**config.mk**
```make
export PLATFORM = sky130hd
export DESIGN_NAME = sdg_wrap
export DESIGN_NICKNAME = d
export VERILOG_FILES = /design/src/rtl/sdg_pkg.sv /design/src/rtl/sdg_decode.sv /design/src/rtl/sdg_irq_edge.sv /design/src/rtl/sdg_regfile.sv /design/src/rtl/sdg_wrap.sv
export SDC_FILE = /design/constraint.sdc
export NUM_CORES = 2
export LEC_CHECK = 0
export BUFFER_PORTS_ARGS = -buffer_cell sky130_fd_sc_hd__clkbuf_2
export CAP_MARGIN = 20
export CORE_UTILIZATION = 59
export CTS_BUF_LIST = sky130_fd_sc_hd__clkbuf_4 sky130_fd_sc_hd__clkbuf_8
export DETAILED_ROUTE_END_ITERATION = 16
export PLACE_DENSITY = 0.76
export SLEW_MARGIN = 25
export SYNTH_ARGS = -nofsm -noshare
export SYNTH_HDL_FRONTEND = slang
export SYNTH_SLANG_ARGS = --single-unit
export TNS_END_PERCENT = 5
```
**constraint.sdc**
```tcl
create_clock -name clk -period 6 [get_ports clk]
set_input_delay 0 -clock clk [delete_from_list [all_inputs] [get_ports clk]]
set_output_delay 0 -clock clk [all_outputs]
set_load 0.01 [all_outputs]
```
**src/rtl/sdg_pkg.sv**
```systemverilog
package sdg_pkg;
    typedef enum logic {ST_IDLE, ST_RESP} sdg_state_e;
    localparam int DW      = 32;
    localparam int AW      = 12;
    localparam int WIN_B   = 256;
    localparam int NWORDS  = WIN_B / 4;
    localparam int WIDX_W  = $clog2(NWORDS);
    localparam logic [WIDX_W-1:0] W_INFO = '0;
    localparam logic [WIDX_W-1:0] W_DEB  = WIDX_W'(1);
    localparam logic [WIDX_W-1:0] W_STAT = WIDX_W'(NWORDS - 1);
    localparam logic [DW-1:0] DEB_RST = 32'h0000_0005;
endpackage

```
**src/rtl/sdg_decode.sv**
```systemverilog
module sdg_decode
    import sdg_pkg::*;
#(
    parameter int NSLOT = 2
) (
    input  logic [AW-1:0]     addr,
    output logic              glob_hit,
    output logic              oob,
    output logic [WIDX_W-1:0] word,
    output logic [NSLOT-1:0]  slot_hit,
    output logic [NSLOT-1:0]  cap_hit,
    output logic [NSLOT-1:0]  cur_hit
);
    localparam int PW = AW - 8;

    assign glob_hit = (addr[AW-1:8] == '0);
    assign word     = addr[7:2];

    for (genvar i = 0; i < NSLOT; i++) begin : g_slot
        localparam logic [7:0] CAP_OFS = 8'(16 + 16 * i);
        localparam logic [7:0] CUR_OFS = 8'(24 + 16 * i);
        assign slot_hit[i] = (addr[AW-1:8] == PW'(i + 1));
        assign cap_hit[i]  = glob_hit && (addr[7:0] == CAP_OFS);
        assign cur_hit[i]  = glob_hit && (addr[7:0] == CUR_OFS);
    end

    assign oob = !glob_hit && !(|slot_hit);
endmodule

```
**src/rtl/sdg_irq_edge.sv**
```systemverilog
module sdg_irq_edge #(
    parameter int NSLOT = 2
) (
    input  logic             clk,
    input  logic             rst_n,
    input  logic [NSLOT-1:0] lvl,
    output logic [NSLOT-1:0] rise,
    output logic [NSLOT-1:0] fall
);
    logic [NSLOT-1:0] prev_q;

    always_ff @(posedge clk) begin
        if (!rst_n) prev_q <= '0;
        else        prev_q <= lvl;
    end

    assign rise = lvl & ~prev_q;
    assign fall = ~lvl & prev_q;
endmodule

```
**src/rtl/sdg_regfile.sv**
```systemverilog
module sdg_regfile
    import sdg_pkg::*;
#(
    parameter int          NSLOT   = 2,
    parameter logic [31:0] CAP_RST = 32'h0170_0080
) (
    input  logic                clk,
    input  logic                rst_n,
    input  logic                wr_en,
    input  logic [WIDX_W-1:0]   wr_word,
    input  logic [DW-1:0]       wdata,
    input  logic [NSLOT-1:0]    cap_wr,
    input  logic [NSLOT-1:0]    cur_wr,
    input  logic [NSLOT-1:0]    rise,
    input  logic [NSLOT-1:0]    fall,
    input  logic [WIDX_W-1:0]   rd_word,
    output logic [DW-1:0]       rd_data,
    output logic [NSLOT*DW-1:0] cap_q,
    output logic [NSLOT*DW-1:0] cur_q,
    output logic [NSLOT-1:0]    stat_q
);
    localparam logic [DW-1:0] INFO_RST =
        (NSLOT == 2) ? 32'h0003_0000 : 32'h0001_0000;

    logic [DW-1:0] mem [NWORDS];

    always_ff @(posedge clk) begin
        if (!rst_n) begin
            for (int w = 0; w < NWORDS; w++) mem[w] <= '0;
            mem[W_INFO] <= INFO_RST;
            mem[W_DEB]  <= DEB_RST;
        end else begin
            if (wr_en) begin
                if (wr_word == W_INFO) mem[wr_word] <= wdata & ~32'h1;
                else                   mem[wr_word] <= wdata;
            end
            for (int n = 0; n < NSLOT; n++) begin
                if (rise[n])      mem[W_STAT][n] <= 1'b1;
                else if (fall[n]) mem[W_STAT][n] <= 1'b0;
            end
        end
    end

    for (genvar i = 0; i < NSLOT; i++) begin : g_alias
        always_ff @(posedge clk) begin
            if (!rst_n) begin
                cap_q[i*DW +: DW] <= CAP_RST;
                cur_q[i*DW +: DW] <= '0;
            end else begin
                if (cap_wr[i]) cap_q[i*DW +: DW] <= wdata;
                if (cur_wr[i]) cur_q[i*DW +: DW] <= wdata;
            end
        end
    end

    assign rd_data = mem[rd_word];
    assign stat_q  = mem[W_STAT][NSLOT-1:0];
endmodule

```
**src/rtl/sdg_wrap.sv**
```systemverilog
module sdg_wrap
    import sdg_pkg::*;
#(
    parameter int          NSLOT   = 2,
    parameter logic [31:0] CAP_RST = 32'h0170_0080
) (
    input  logic                clk,
    input  logic                rst_n,
    input  logic                req,
    input  logic                we,
    input  logic [11:0]         addr,
    input  logic [31:0]         wdata,
    output logic                req_ready,
    output logic                rsp_valid,
    output logic [31:0]         rdata,
    output logic                acc_err,
    output logic [NSLOT-1:0]    slot_sel,
    output logic                slot_rst,
    input  logic [NSLOT-1:0]    slot_irq,
    output logic                irq_out,
    output logic [NSLOT*32-1:0] slot_cap,
    output logic [NSLOT*32-1:0] slot_maxcur
);
    sdg_state_e state_q, state_d;

    logic              glob_hit, oob, accept, rf_wr;
    logic [WIDX_W-1:0] word;
    logic [NSLOT-1:0]  slot_hit, cap_hit, cur_hit, rise, fall, stat;
    logic [DW-1:0]     rf_data, rd_mux;
    logic [DW-1:0]     rdata_q;
    logic              err_q, rst_q;

    sdg_decode #(.NSLOT(NSLOT)) u_dec (
        .addr(addr), .glob_hit(glob_hit), .oob(oob), .word(word),
        .slot_hit(slot_hit), .cap_hit(cap_hit), .cur_hit(cur_hit)
    );

    sdg_irq_edge #(.NSLOT(NSLOT)) u_edge (
        .clk(clk), .rst_n(rst_n), .lvl(slot_irq), .rise(rise), .fall(fall)
    );

    sdg_regfile #(.NSLOT(NSLOT), .CAP_RST(CAP_RST)) u_rf (
        .clk(clk), .rst_n(rst_n), .wr_en(rf_wr), .wr_word(word),
        .wdata(wdata), .cap_wr({NSLOT{accept & we}} & cap_hit),
        .cur_wr({NSLOT{accept & we}} & cur_hit), .rise(rise), .fall(fall),
        .rd_word(word), .rd_data(rf_data), .cap_q(slot_cap),
        .cur_q(slot_maxcur), .stat_q(stat)
    );

    // state register
    always_ff @(posedge clk) begin
        if (!rst_n) state_q <= ST_IDLE;
        else        state_q <= state_d;
    end

    // next state
    always_comb begin
        state_d = state_q;
        unique case (state_q)
            ST_IDLE: if (req) state_d = ST_RESP;
            ST_RESP: state_d = ST_IDLE;
        endcase
    end

    // state outputs
    always_comb begin
        req_ready = 1'b0;
        rsp_valid = 1'b0;
        unique case (state_q)
            ST_IDLE: req_ready = 1'b1;
            ST_RESP: rsp_valid = 1'b1;
        endcase
    end

    assign accept   = req && req_ready;
    assign rf_wr    = accept && we && glob_hit && !(|cap_hit) && !(|cur_hit);
    assign slot_sel = {NSLOT{accept}} & slot_hit;

    always_comb begin
        rd_mux = '0;
        if (glob_hit) rd_mux = rf_data;
        for (int i = 0; i < NSLOT; i++) begin
            if (cap_hit[i]) rd_mux = slot_cap[i*DW +: DW];
            if (cur_hit[i]) rd_mux = slot_maxcur[i*DW +: DW];
        end
    end

    always_ff @(posedge clk) begin
        if (!rst_n || !accept) begin
            rdata_q <= '0;
            err_q   <= 1'b0;
            rst_q   <= 1'b0;
        end else begin
            rdata_q <= we ? '0 : rd_mux;
            err_q   <= oob;
            rst_q   <= we && glob_hit && (word == W_INFO) && wdata[0];
        end
    end

    assign rdata    = rdata_q;
    assign acc_err  = err_q;
    assign slot_rst = rst_q;
    assign irq_out  = |stat;
endmodule

```
==> results.yml <==
critical_path:
  cp-start-kind: "primary input"
  cp.arrival_ns: 4.69
  path_max_fanout: 97
  critical_path_class: "primary input to flop"
  end_kind: "flop"
  crit_required_ns: 6.93
synthesis:
  syn_avg_cell_area_um2: 12.9
  ys_types: 67
  synthFlopType: "edfxtp_1"
  syn_nets: 7950
  synth_edf_count: 2048
  ys_warn_count: 0
  syn_inst: 7900
  ys_seq_elements: 2213
  netlist_area_um2: 102000
  async_reset_ff_frac: 0
  synth-seq-area-share: 0.637
cells_and_area:
  layout-drive-gt1-share: 0.172
  layout_common_cells: "edfxtp_1, and2_1, mux2i_1"
  fillers: 12200
  fin_nets: 7997
  final_common_cell: "edfxtp_1"
  finalNonFillerCells: 10500
  syn2layout_area_growth_pct: 10.7
drt:
  vias: 70800
  drc: 0
  postRouteAntennaNets: 0
  via_per_inst: 6.72
  wl_per_cell_um: 31.9
  drt_iter0_markers: 12700
  first_pass_iters: 9
  routed_wl_um: 336000
placed_design:
  buffer_ports.inserted: 216
  post-dp-hpwl_um: 198000
  gp_congestion: 0.984
  dp.cells: 9823
  pre_cts_slack_ns: 2.11
clocking:
  postCtsSetupBuffers: 0
  tritoncts: "yes"
  cts.htree.levels: 5
  clock_path_buffers: 4
  cts_sinks: 2213
  clk_latency_ns: 1.12
  clock-root-buffer: "clkbuf_8"
  cts_buffers: 366
  post_cts_resized: 0
  clk_pin_slew_worst_paths_ns: 0.06
timing:
  worstMarginPinSlew_ns: 1.28
  finalClockSkew_ns: 0.0866
  slew_headroom: 0.140
  final-setup-viol-count: 0
  fin_setup_tns_ns: 0
  finalHoldViolations: 0
  final.min_clock_period_ns: 3.76
  grt_setup_unrepaired: "no"
  maxSlewViolCount: 0
  max_freq_mhz: 266
  hold_ws_ns: 0.0607
  fin_crit_sh: 0.627
  fin_ws_ns: 2.24
power:
  p_switching_mw: 7.98
  power_frac_comb: 0.074
  clkPwrFrac: 0.395
  seq_power_share: 0.531
  powerDensity_nw_per_um2: 291
  swShare: 0.244
  ir_drop_v: 0.000247
  internal-power_mw: 24.7
  power.leakage_nw: 41.7
grt:
  grt_pass1_wl_um: 475000
  grtUsageTotal: 0.380
  antenna_found_initial: 37
  overflow: 0
  grt_pass1_vias: 66700
  grt_start_max_net_pins: 174
hold_path:
  hp-class: "primary input to flop"
die:
  initial_core_util: 0.593
  dieArea_um2: 174000
  io_pins: 217
  rows: 152
  fp.dieH_um: 417
  die_x_um: 417
  core_um2: 172000
run_status:
  status: "finished, final reports clean"
run:
  maxCapViolations: 0
==> synth_stat cells, drive strengths merged, types with 103 or more instances <==
master,n,share of area
clkbuf,618,0.024
a22oi,126,0.0093
nand2,340,0.013
buf,242,0.014
mux2,145,0.016
dfxtp,165,0.032
a221oi,315,0.027
mux2i,410,0.040
nor2,259,0.011
a21oi,103,0.0051
and2,1959,0.12
a21boi,118,0.0087
o22ai,273,0.017
o21ai,340,0.017
edfxtp,2048,0.60
==> logic make-up (layout without fill, tap and decap cells) <==
group           Yosys count  count (layout)  share of synthesized area
simple gates           2723            2723                      0.156
other cells               1              16                  0.0000368
flops                  2213            2213                      0.637
buf+inv                 867            1185                     0.0383
xor+xnor                  3               3                   0.000258
compound gates         1479            1479                     0.0995
mux                     614             614                     0.0694
==> critical path, stage by stage <==
cell,delay [ns]
dlygate4sd3_1,0.57
buf_8,0.39
buf_12,0.49
buf_4,0.59
mux2_2,0.39
a221oi_1,0.37
o22ai_1,0.17
a22oi_1,0.61
and4_1,0.62
a21oi_1,0.20
==> stage by stage <==
| step | power [mW] | instance area (um^2) | util |
|---|---|---|---|
| after global placement | 19.9 | 105000 | 0.610 |
| after global routing | 33.4 | 113000 | 0.657 |
| after detailed placement | 20.0 | 105000 | 0.612 |
| after CTS | 32.6 | 112000 | 0.656 |
| final | 32.7 | 113000 | 0.657 |
| after floorplan | 19.0 | 102000 | - |
==> state kept, by name, indices dropped and copies added (netlist names) <==
| name | flops |
|---|---|
| u_rf.cap_q | 64 |
| acc_err | 1 |
| state_q | 1 |
| u_rf.cur_q | 64 |
| rdata | 32 |
| u_edge.prev_q | 2 |
| slot_rst | 1 |
| u_rf.mem | 2048 |
==> metal layers <==
layer	up-vias	track usage	share of wire
li1	29100	-	-
met1	34900	0.487	0.34
met2	5719	0.557	0.44
met3	1147	0.111	0.14
met4	32	0.269	0.080
met5	-	0	0.00064
==> what timing repair did <==
item | 4_1_cts | 5_1_grt
endpoints found under the hold margin | 2749 | 0
hold buffers | 61 | 0
endpoints found under the setup margin | 0 | 0
==> final timing paths <==
check / startpoint / slack, ns / to / depth (start not counted)
worst min-delay path: wdata[18] / 0.06 / u_rf.mem[51][18]$_SDFFCE_PN0P_ / 3
worst min register to register: u_rf.cur_q[53]$_SDFFE_PN0P_ / 0.49 / u_rf.cur_q[53]$_SDFFE_PN0P_ / 2
worst max-delay path: addr[4] / 2.24 / rdata[9]$_SDFF_PP0_ / 10
worst max register to register: state_q$_SDFF_PP0_ / 2.44 / u_rf.mem[44][13]$_SDFFCE_PN0P_ / 7
==> final cells by class <==
type | instances | area [um^2] | share of cell area
clock buffers | 528 | 6370 | 0.0566
clock inverters | 111 | 537 | 0.00476
well taps | 2310 | 2890 | 0.0257
inverters | 7 | 30.0 | 0.000267
flip-flops and latches | 2213 | 64800 | 0.575
diodes | 15 | 37.5 | 0.000333
multi-input cells | 4820 | 33900 | 0.301
repair buffers | 539 | 4120 | 0.0365
==> power groups by stage <==
stage	Sequential, mW	Clock [mW]	Combinational (mW)
after global placement	17.7	0	2.22
after detailed placement	17.7	0	2.27
after CTS	17.4	12.9	2.31
after global routing	17.4	13.6	2.44
after floorplan	17.7	0	1.28
final	17.4	12.9	2.41
Power figures use the tool's default switching activity.
